==> src/rtl/ls_pkg.sv <==
package ls_pkg;
  typedef enum logic [1:0] {
    SZ_BYTE  = 2'd0,
    SZ_HALF  = 2'd1,
    SZ_WORD  = 2'd2,
    SZ_DWORD = 2'd3
  } ls_size_e;
endpackage

==> src/rtl/ls_span.sv <==
module ls_span #(
  parameter int ADDR_W    = 32,
  parameter int BUS_BYTES = 4,
  parameter int SIZE_W    = 2,
  parameter int CNT_W     = 2
) (
  input  logic [ADDR_W-1:0]                      addr,
  input  logic [SIZE_W-1:0]                      size,
  output logic [ADDR_W-$clog2(BUS_BYTES)-1:0]    first_waddr,
  output logic [$clog2(BUS_BYTES)-1:0]           offset,
  output logic [CNT_W-1:0]                       nreads
);
  localparam int OFF_W = $clog2(BUS_BYTES);
  localparam int SW    = 16;

  logic [SW-1:0] last_rel;

  always_comb begin
    first_waddr = addr[ADDR_W-1:OFF_W];
    offset      = addr[OFF_W-1:0];
    last_rel    = SW'(offset) + (SW'(1) << size) - SW'(1);
    nreads      = CNT_W'(last_rel >> OFF_W) + CNT_W'(1);
  end
endmodule

==> src/rtl/ls_gather.sv <==
module ls_gather #(
  parameter int BUS_BYTES = 4,
  parameter int SLOTS     = 3,
  parameter int CNT_W     = 2
) (
  input  logic                         clk,
  input  logic                         rst,
  input  logic                         capture,
  input  logic [CNT_W-1:0]             slot,
  input  logic [BUS_BYTES*8-1:0]       word,
  output logic [SLOTS*BUS_BYTES*8-1:0] merged
);
  localparam int BW = BUS_BYTES * 8;

  for (genvar k = 0; k < SLOTS; k++) begin : g_slot
    logic [BW-1:0] slot_q;
    logic          hit;
    assign hit = capture && (slot == CNT_W'(k));
    always_ff @(posedge clk) begin
      if (rst) slot_q <= '0;
      else if (hit) slot_q <= word;
    end
    assign merged[k*BW +: BW] = hit ? word : slot_q;
  end

  // a captured word never targets a slot beyond the staging depth
  p_slot_range_r4: assert property (@(posedge clk) disable iff (rst)
    capture |-> (slot < CNT_W'(SLOTS)));
endmodule

==> src/rtl/ls_align.sv <==
module ls_align #(
  parameter int BUS_BYTES = 4,
  parameter int RES_BYTES = 8,
  parameter int SLOTS     = 3,
  parameter int SIZE_W    = 2
) (
  input  logic [SLOTS*BUS_BYTES*8-1:0]  staged,
  input  logic [$clog2(BUS_BYTES)-1:0]  offset,
  input  logic [SIZE_W-1:0]             size,
  output logic [RES_BYTES*8-1:0]        result
);
  localparam int OFF_W = $clog2(BUS_BYTES);
  localparam int IDX_W = $clog2(SLOTS*BUS_BYTES);
  localparam int NB_W  = $clog2(RES_BYTES) + 1;

  logic [NB_W-1:0] nbytes;
  assign nbytes = NB_W'(1) << size;

  for (genvar i = 0; i < RES_BYTES; i++) begin : g_lane
    logic [IDX_W-1:0] src;
    logic             live;
    assign src  = IDX_W'(offset) + IDX_W'(i);
    assign live = NB_W'(i) < nbytes;
    assign result[i*8 +: 8] = live ? staged[{src, 3'b000} +: 8] : 8'h00;
  end
endmodule

==> src/rtl/ls_ctrl.sv <==
module ls_ctrl #(
  parameter int ADDR_W    = 32,
  parameter int BUS_BYTES = 4,
  parameter int RES_BYTES = 8,
  parameter int SIZE_W    = 2,
  parameter int CNT_W     = 2
) (
  input  logic                                clk,
  input  logic                                rst,
  input  logic                                ld_req,
  input  logic [SIZE_W-1:0]                   ld_size,
  input  logic [ADDR_W-$clog2(BUS_BYTES)-1:0] plan_waddr,
  input  logic [$clog2(BUS_BYTES)-1:0]        plan_off,
  input  logic [CNT_W-1:0]                    plan_nreads,
  input  logic                                bus_valid,
  input  logic [RES_BYTES*8-1:0]              assembled,
  output logic                                take,
  output logic [CNT_W-1:0]                    cnt,
  output logic [$clog2(BUS_BYTES)-1:0]        off_q,
  output logic [SIZE_W-1:0]                   size_q,
  output logic                                ld_ready,
  output logic                                ld_done,
  output logic [RES_BYTES*8-1:0]              ld_data,
  output logic                                bus_req,
  output logic [ADDR_W-$clog2(BUS_BYTES)-1:0] bus_waddr
);
  import ls_pkg::*;

  localparam int OFF_W = $clog2(BUS_BYTES);
  localparam int WA_W  = ADDR_W - OFF_W;

  logic [CNT_W-1:0] nreads_q;
  logic             accept;
  logic             last;

  assign accept = ld_ready && ld_req;
  assign take   = bus_req && bus_valid;
  assign last   = take && (cnt == nreads_q - CNT_W'(1));

  always_ff @(posedge clk) begin
    if (rst) begin
      ld_ready  <= 1'b1;
      ld_done   <= 1'b0;
      ld_data   <= '0;
      bus_req   <= 1'b0;
      bus_waddr <= '0;
      cnt       <= '0;
      nreads_q  <= '0;
      off_q     <= '0;
      size_q    <= '0;
    end else begin
      ld_done <= 1'b0;
      if (accept) begin
        ld_ready  <= 1'b0;
        bus_req   <= 1'b1;
        bus_waddr <= plan_waddr;
        off_q     <= plan_off;
        size_q    <= ld_size;
        nreads_q  <= plan_nreads;
        cnt       <= '0;
      end else if (take) begin
        if (last) begin
          bus_req  <= 1'b0;
          ld_ready <= 1'b1;
          ld_done  <= 1'b1;
          ld_data  <= assembled;
        end else begin
          cnt       <= cnt + CNT_W'(1);
          bus_waddr <= bus_waddr + WA_W'(1);
        end
      end
    end
  end

  // the load side is never ready while a bus read is pending
  p_ready_idle_r8: assert property (@(posedge clk) disable iff (rst)
    !(ld_ready && bus_req));
  // a pending read keeps its request and address until data returns
  p_hold_read_r5: assert property (@(posedge clk) disable iff (rst)
    (bus_req && !bus_valid) |=> (bus_req && $stable(bus_waddr)));
  // after a returned word, either the access ends or the next word follows
  p_next_word_r5: assert property (@(posedge clk) disable iff (rst)
    (bus_req && bus_valid) |=> (!bus_req || (bus_waddr == $past(bus_waddr) + WA_W'(1))));
  // done lasts one cycle
  p_done_pulse_r9: assert property (@(posedge clk) disable iff (rst)
    ld_done |=> !ld_done);
  // ready is back when done is shown
  p_done_ready_r9: assert property (@(posedge clk) disable iff (rst)
    ld_done |-> ld_ready);
  // the read index stays below the planned read count
  p_cnt_bound_r4: assert property (@(posedge clk) disable iff (rst)
    bus_req |-> (cnt < nreads_q));
  // a single-byte result carries nothing above its low lane
  p_zero_ext_r7: assert property (@(posedge clk) disable iff (rst)
    (ld_done && (size_q == SZ_BYTE)) |-> (ld_data[RES_BYTES*8-1:8] == '0));
endmodule

==> src/rtl/load_split_top.sv <==
module load_split_top #(
  parameter int ADDR_W    = 32,
  parameter int BUS_BYTES = 4,
  parameter int RES_BYTES = 8,
  localparam int OFF_W    = $clog2(BUS_BYTES),
  localparam int WA_W     = ADDR_W - OFF_W,
  localparam int SIZE_W   = $clog2($clog2(RES_BYTES) + 1),
  localparam int SLOTS    = (BUS_BYTES - 1 + RES_BYTES - 1) / BUS_BYTES + 1,
  localparam int CNT_W    = $clog2(SLOTS + 1)
) (
  input  logic                   clk,
  input  logic                   rst,
  input  logic                   ld_req,
  input  logic [ADDR_W-1:0]      ld_addr,
  input  logic [SIZE_W-1:0]      ld_size,
  output logic                   ld_ready,
  output logic                   ld_done,
  output logic [RES_BYTES*8-1:0] ld_data,
  output logic                   bus_req,
  output logic [WA_W-1:0]        bus_waddr,
  input  logic                   bus_valid,
  input  logic [BUS_BYTES*8-1:0] bus_data
);
  logic [WA_W-1:0]              plan_waddr;
  logic [OFF_W-1:0]             plan_off;
  logic [CNT_W-1:0]             plan_nreads;
  logic                         take;
  logic [CNT_W-1:0]             cnt;
  logic [OFF_W-1:0]             off_q;
  logic [SIZE_W-1:0]            size_q;
  logic [SLOTS*BUS_BYTES*8-1:0] merged;
  logic [RES_BYTES*8-1:0]       assembled;

  ls_span #(.ADDR_W(ADDR_W), .BUS_BYTES(BUS_BYTES), .SIZE_W(SIZE_W), .CNT_W(CNT_W)) u_span (
    .addr(ld_addr), .size(ld_size),
    .first_waddr(plan_waddr), .offset(plan_off), .nreads(plan_nreads)
  );

  ls_gather #(.BUS_BYTES(BUS_BYTES), .SLOTS(SLOTS), .CNT_W(CNT_W)) u_gather (
    .clk(clk), .rst(rst), .capture(take), .slot(cnt), .word(bus_data), .merged(merged)
  );

  ls_align #(.BUS_BYTES(BUS_BYTES), .RES_BYTES(RES_BYTES), .SLOTS(SLOTS), .SIZE_W(SIZE_W)) u_align (
    .staged(merged), .offset(off_q), .size(size_q), .result(assembled)
  );

  ls_ctrl #(.ADDR_W(ADDR_W), .BUS_BYTES(BUS_BYTES), .RES_BYTES(RES_BYTES),
            .SIZE_W(SIZE_W), .CNT_W(CNT_W)) u_ctrl (
    .clk(clk), .rst(rst), .ld_req(ld_req), .ld_size(ld_size),
    .plan_waddr(plan_waddr), .plan_off(plan_off), .plan_nreads(plan_nreads),
    .bus_valid(bus_valid), .assembled(assembled),
    .take(take), .cnt(cnt), .off_q(off_q), .size_q(size_q),
    .ld_ready(ld_ready), .ld_done(ld_done), .ld_data(ld_data),
    .bus_req(bus_req), .bus_waddr(bus_waddr)
  );
endmodule

==> config.mk <==
export PLATFORM = sky130hd
export DESIGN_NAME = load_split_top
export DESIGN_NICKNAME = d
export VERILOG_FILES = /design/src/rtl/ls_pkg.sv /design/src/rtl/ls_span.sv /design/src/rtl/ls_gather.sv /design/src/rtl/ls_align.sv /design/src/rtl/ls_ctrl.sv /design/src/rtl/load_split_top.sv
export SDC_FILE = /design/constraint.sdc
export NUM_CORES = 1
export LEC_CHECK = 0
export ABC_AREA = 1
export CAP_MARGIN = 20
export CORE_ASPECT_RATIO = 0.7
export CORE_MARGIN = 5
export CORE_UTILIZATION = 49
export CTS_CLUSTER_DIAMETER = 120
export CTS_CLUSTER_SIZE = 14
export DETAILED_ROUTE_END_ITERATION = 7
export PLACE_DENSITY = 0.75
export RECOVER_POWER = 25
export SYNTH_ARGS = -nofsm -noshare
export SYNTH_HDL_FRONTEND = slang
export SYNTH_SLANG_ARGS = --single-unit
==> constraint.sdc <==
create_clock -name clk -period 2.8 [get_ports clk]
set_clock_uncertainty 0.1 [all_clocks]
set_input_delay 0.42 -clock clk [delete_from_list [all_inputs] [get_ports clk]]
set_output_delay 0.42 -clock clk [all_outputs]
set_load 0.01 [all_outputs]
==> Word level (Yosys, flattened, before mapping) <==
Cells that the tools add are included.
{ "word_totals": {"reg_bits": 201, "output_inout_bits": 97, "in_bits": 70, "wordCells": 86, "ram_bits": 0, "memories": 0, "romBits": 0, "latchBits": 0} }
{ "op_classes": {"mul": 0, "eq_ne": 4, "mux": 21, "order_cmp": 8, "n_reduce_logical": 15, "shifts": 10, "div": 0, "bitwise": 3, "n_addsub": 13} }
{ "op_table": {"columns": ["cell", "n"], "rows": [
  ["96-bit by 8-bit variable part select with 8-bit output", 7],
  ["32-bit 2-to-1 mux", 3],
  ["96-bit by 6-bit variable part select with 8-bit output", 1],
  ["30-bit 2-to-1 mux", 3],
  ["8-bit 2-to-1 mux", 8],
  ["30-bit by 1-bit adder with 30-bit output, second input constant", 1],
  ["2-bit by 3-bit adder with 4-bit output, second input constant", 4],
  ["3-bit by 4-bit < comparator with 1-bit output, first input constant", 4],
  ["1-bit by 4-bit < comparator with 1-bit output, first input constant", 2],
  ["2-bit by 4-bit < comparator with 1-bit output, first input constant", 2],
  ["1-bit by 2-bit left shift with 4-bit output, first input constant", 2],
  ["1-bit 2-to-1 mux", 7],
  ["2-bit by 2-bit adder with 3-bit output, second input constant", 2],
  ["1-bit logical AND", 6],
  ["2-bit AND reduction", 3],
  ["2-bit by 1-bit adder with 2-bit output, second input constant", 2],
  ["2-bit by 4-bit adder with 4-bit output", 1],
  ["2-bit nonzero test", 2],
  ["4-bit by 1-bit subtractor with 4-bit output, second input constant", 1],
  ["2-bit by 1-bit adder with 3-bit output, second input constant", 1],
  ["1-bit NOT", 3],
  ["3-bit AND reduction", 1],
  ["3-bit OR reduction", 1],
  ["2-bit by 1-bit equality test with 1-bit output, second input constant", 1],
  ["6 further kinds", 6]
]} }

==> Longest topological paths before layout <==
{ "logic_depth": {"depth_word": 6, "ltp_mapped": 13} }

==> Modules after synthesis <==
Synthesis repeated with hierarchy kept, for this count alone.
{ "unflattened": {"hier_cells": 1952, "area_unflattened_um2": 11990.2} }
{ "by_module_without_submodules": {"columns": ["mod", "area_each_um2", "instances", "cells_per_inst"], "rows": [
  ["ls_ctrl", 4810.9, 1, 646],
  ["ls_gather", 4742.0, 1, 758],
  ["ls_align", 2095.8, 1, 498],
  ["ls_span", 341.6, 1, 50]
]} }

==> Worst setup path before layout <==
OpenSTA, ideal clock, no wires.
{ "synth_timing": {"kind": "in2reg", "startpoint": "in ld_size[1]", "endpoint": "reg u_ctrl.nreads_q[1]", "arrival_time_ns": 1.655, "setup_slack_ns": 0.917, "stages": 8, "setup_time_ns": 0.128, "cell_sequence": "inv_1 -> nand2_1 -> ha_1 -> o21bai_1 -> fa_1 -> xnor2_1 -> xnor2_1 -> a21oi_1"} }
{ "synth_between": {"elab_chain_cells": 4} }
{ "synth_lines": {"columns": ["element", "line", "source"], "rows": [
  ["start: declaration", "load_split_top.sv:15", "input logic [SIZE_W-1:0] ld_size,"],
  ["1-bit by 2-bit left shift with 4-bit output", "ls_span.sv:21", "last_rel = SW'(offset) + (SW'(1) << size) - SW'(1);"],
  ["2-bit by 4-bit adder with 4-bit output", "ls_span.sv:21", null],
  ["4-bit by 1-bit subtractor with 4-bit output", "ls_span.sv:21", null],
  ["2-bit by 1-bit adder with 2-bit output", "ls_span.sv:22", "nreads = CNT_W'(last_rel >> OFF_W) + CNT_W'(1);"],
  ["end signal: assignment", "ls_ctrl.sv:59", "nreads_q <= plan_nreads;"],
  ["end: declaration", "ls_ctrl.sv:32", "logic [CNT_W-1:0] nreads_q;"]
]} }
Every way passes these cells.
A chain may end at the register's enable or synchronous reset.

==> Worst setup path after layout <==
{ "layout_timing": {"startpoint": "in rst", "endpoint": "reg u_gather.g_slot[0].slot_q[27]"} }
{ "layout_rtl": {"columns": ["element", "line", "source"], "rows": [
  ["start: declaration", "load_split_top.sv:12", "input logic rst,"],
  ["end signal: assignment", "ls_gather.sv:21", "else if (hit) slot_q <= word;"],
  ["end: declaration", "ls_gather.sv:16", "logic [BW-1:0] slot_q;"]
]} }
No word-level cell between the ends.

==> impl_results.md <==
- Clock transition at the registers of the reported paths: 0.08 ns
- Total negative slack: 0 ns
- Slew Limit Headroom: -34.77%
- Hold Crit Start: rst
- Number of instances in the synthesized netlist: 1526
- Die footprint: 0.02281 mm²
- Library cell with the highest instance count after synthesis: sky130_fd_sc_hd__nand2_1
- Worst Setup Start Kind: input port
- Number of detailed-route iterations in the first pass: 6
- Number of stages on the worst setup path: 3
- Initial cell density of the core: 49.52%
- Critical Path Source: rst
- Max IR drop VDD: 0.3385 mV
- GRT Resource Usage Total: 28.68%
- Fraction of layout instances using a drive strength above 1: 5.586%
- Min-Delay Path Class: in -> reg
- Cells after DPL: 1903
- Count of flip-flops with a built-in enable after synthesis: 0
- Grt ovf: 0
- Final antenna-violating net count: 0
- Clock net sink count: 193
- Standard-cell rows: 43
- Critical path's largest stage delay: 1.53 ns
- Number of buffers created by CTS: 17
- Post-detail-place hpwl: 24490 µm
- Number of endpoints with negative hold slack in the final report: 0
- Synth Area per Inst: 6.372 µm²
- Portion of synthesized cell area occupied by the leading cell type: 39.73%
- Synth-to-layout area growth: 24.81%
- Insertion delay of the later-clocked pin in the worst-skew pair: 0.44 ns
- Post-synth top area cell: sky130_fd_sc_hd__dfxtp_1
- Max-cap violations: 1
- RSZ-0062 raised after global routing: false
- Setup repair bufs after CTS: 0
- Detailed-route via count: 10440
- Number of H-tree levels: 4
- Setup violators final: 0
- CTS tree: done
- Number of antenna violations at the first check in global routing: 0
- Number of non-filler instances in the completed layout: 1935
- Setup slack, reg-to-reg: 0.44 ns
- Largest net degree at the start of global routing: 92
- Ordered list of cells on the worst path: buf_4, clkbuf_2, nor2_1
- Number of synthesized register bits: 193
- Fin worst setup slack: 0.3978 ns
- Global-route wire length before repair: 50760 µm
- Wire length per cell after detailed routing: 17.22 µm
- Root buf cell: sky130_fd_sc_hd__clkbuf_16
- Max Transition Viols Final: 92
- Post-route DRC violation count: 0
- Antenna diode instance count: 0
- Status: finished, violations left
- Violations in the final reports: capacitance limit, slew limit
- Count of buffering cells on the critical path with inverters included: 2
- IO Count: 167
- Worst EP required: 2.93 ns
- Cts repair resizes: 0
- Shortest period the worst path allows: 2.402 ns
- Crit Path Category: in -> reg
- Async set-reset flop share out of synthesis: 0%
- First DRT Iteration DRCs: 1296
- Height of the chip: 127.9 µm
- CP Capture Type: flop
- Most frequent cells after synthesis: sky130_fd_sc_hd__nand2_1 (610), sky130_fd_sc_hd__dfxtp_1 (193), sky130_fd_sc_hd__nor2_1 (149)
- Die extent in x: 178.4 µm
- Endpoint of the worst-slack reg-to-reg timing path: u_ctrl.ld_data[53]$_SDFFE_PP0P_
- Family with the most delay on the worst path: buffers and inverters
- Path depth of the worst reg2reg path: 9
- Data arrival time of the critical path: 2.53 ns
- Highest clock rate: 0.4163 GHz
- Vias in the first global route: 9081
- Final net count: 1728
- Dpl ws: 0.2043 ns
- Routability cong.: 0.9236
- Pwr dens: 536.0 mW/mm²
- Routed vias/inst: 5.393
- Unique cell type count in the Yosys netlist: 40
- LEAKAGE: 5.426 nW
- Final clock period utilization by the worst path: 85.79%
- Netlist Area Pre-Place: 0.009724 mm²
- Synth warn: 0
- Number of buffers inserted by hold repair at cts: 0
- Standard cell with the maximum stage delay on the critical path: sky130_fd_sc_hd__clkbuf_2
- Top_reg_cell synth: sky130_fd_sc_hd__dfxtp_1
- Core region area: 0.01964 mm²
- CP Capture Point: u_gather.g_slot[0].slot_q[27]$_SDFF_PP0_
- Net count after synthesis: 1602
- Maximum fanout count along the critical path: 91
- Cells taking the most area after synthesis: sky130_fd_sc_hd__dfxtp_1 (40%), sky130_fd_sc_hd__nand2_1 (24%), sky130_fd_sc_hd__nand3_1 (7.3%), sky130_fd_sc_hd__nor2_1 (5.8%), sky130_fd_sc_hd__inv_1 (3.9%)
- Sequential area share after synthesis: 39.73%
- Max Root-Sink Buffers: 2
- Launch instance of the worst register-to-register path: u_ctrl.cnt[0]$_SDFFE_PP0P_
- Drt total wl: 33330 µm
- Slew at the pin with the worst max-slew slack: 2.022 ns
- Count of buffers inserted at the top-level ports: 166
per-layer routing:
metal | vias up | wire, µm | global-route usage (%)
met2 | 589 | 13210 | 38.52
met3 | 30 | 4662 | 9.817
met1 | 4748 | 15070 | 43.94
li1 | 5069 | - | -
met5 | - | 0 | 0
met4 | 0 | 387 | 6.180
stage by stage:
step / util (%) / power [W] / hold WS (ns) / area (µm²)
3_3_place_gp: 58.89 / 0.004052 / 0.3386 / 11560
2_1_floorplan: - / 0.003637 / 0.3578 / 9724
4_1_cts: 61.89 / 0.006500 / 0.2956 / 12150
3_5_place_dp: 58.89 / 0.004061 / 0.3462 / 11560
5_1_grt: 61.80 / 0.006769 / 0.2961 / 12140
6_report: 61.80 / 0.006506 / 0.3154 / 12140
cell usage in the layout, fill, tap and decap left out, drive strengths merged, types with 4 or more instances in the layout:
master,netlist,final
buf,53,21
nand3,142,142
a31oi,6,6
a21oi,47,47
clkdlybuf4s50,0,165
clkbuf,28,19
inv,106,116
xor2,5,5
dfxtp,193,193
ha,5,5
or2,12,12
o211ai,8,8
o21bai,4,4
clkinv,1,4
nand4,4,4
nand2,615,615
nor3,6,6
nor2,156,156
o21ai,123,123
logic make-up after synthesis:
logic type               after synthesis  synth area share, %
XOR/XNOR                               8               0.7206
AO/OA/AOI/OAI                        192                10.64
flip-flops                           193                39.73
buffers and inverters                188                8.312
AND/OR/NAND/NOR                      939                39.75
adder cells (fa/ha/maj)                6               0.8492
worst min path at each step:
stage | to | slack, ns | depth (start not counted)
after floorplan | u_gather.g_slot[0].slot_q[0]$_SDFF_PP0_ | 0.36 | 2
after global placement | u_ctrl.ld_data[15]$_SDFFE_PP0P_ | 0.34 | 2
after detailed placement | u_ctrl.ld_data[52]$_SDFFE_PP0P_ | 0.35 | 2
after CTS | u_ctrl.size_q[1]$_SDFFE_PP0P_ | 0.30 | 2
after global routing | u_ctrl.size_q[1]$_SDFFE_PP0P_ | 0.30 | 2
final | u_ctrl.size_q[1]$_SDFFE_PP0P_ | 0.32 | 2
final cells by class:
class                   instances  area [µm²]
fillers                      1819        7501
multi-input cells            1145        5049
flip-flops and latches        193        3865
repair buffers                188        1893
clock buffers                  17       425.4
inverters                     107       401.6
well taps                     270       337.8
clock inverters                15       165.2
flip-flops by register name, indices dropped and copies added, names as in the netlist:
register / flops
u_gather.g_slot.slot_q: 88
u_ctrl.ld_data: 64
u_ctrl.bus_waddr: 30
u_ctrl.cnt: 2
u_ctrl.nreads_q: 2
u_ctrl.off_q: 2
u_ctrl.size_q: 2
u_ctrl.bus_req: 1
u_ctrl.ld_done: 1
u_ctrl.ld_ready: 1
where the power goes:
part	leakage [nW]	switching, W	internal (W)	total [W]
registers	1.57	0.0000754	0.00283	0.00291
clock network	0.288	0.00120	0.00127	0.00248
logic	3.57	0.000709	0.000408	0.00112
total	5.43	0.00199	0.00452	0.00651
worst register-to-register path, stage by stage, from the launching register on:
cell and delay, ns:
sky130_fd_sc_hd__dfxtp_1 0.38, sky130_fd_sc_hd__inv_1 0.11, sky130_fd_sc_hd__nand2_1 0.09, sky130_fd_sc_hd__nand2_2 0.06, sky130_fd_sc_hd__nand2_1 0.29, sky130_fd_sc_hd__nor3_4 0.07
sky130_fd_sc_hd__nor2_4 0.64, sky130_fd_sc_hd__buf_4 0.40, sky130_fd_sc_hd__nand2_1 0.10, sky130_fd_sc_hd__nand2_1 0.07
Note: power is estimated with default switching activity, not from simulation.
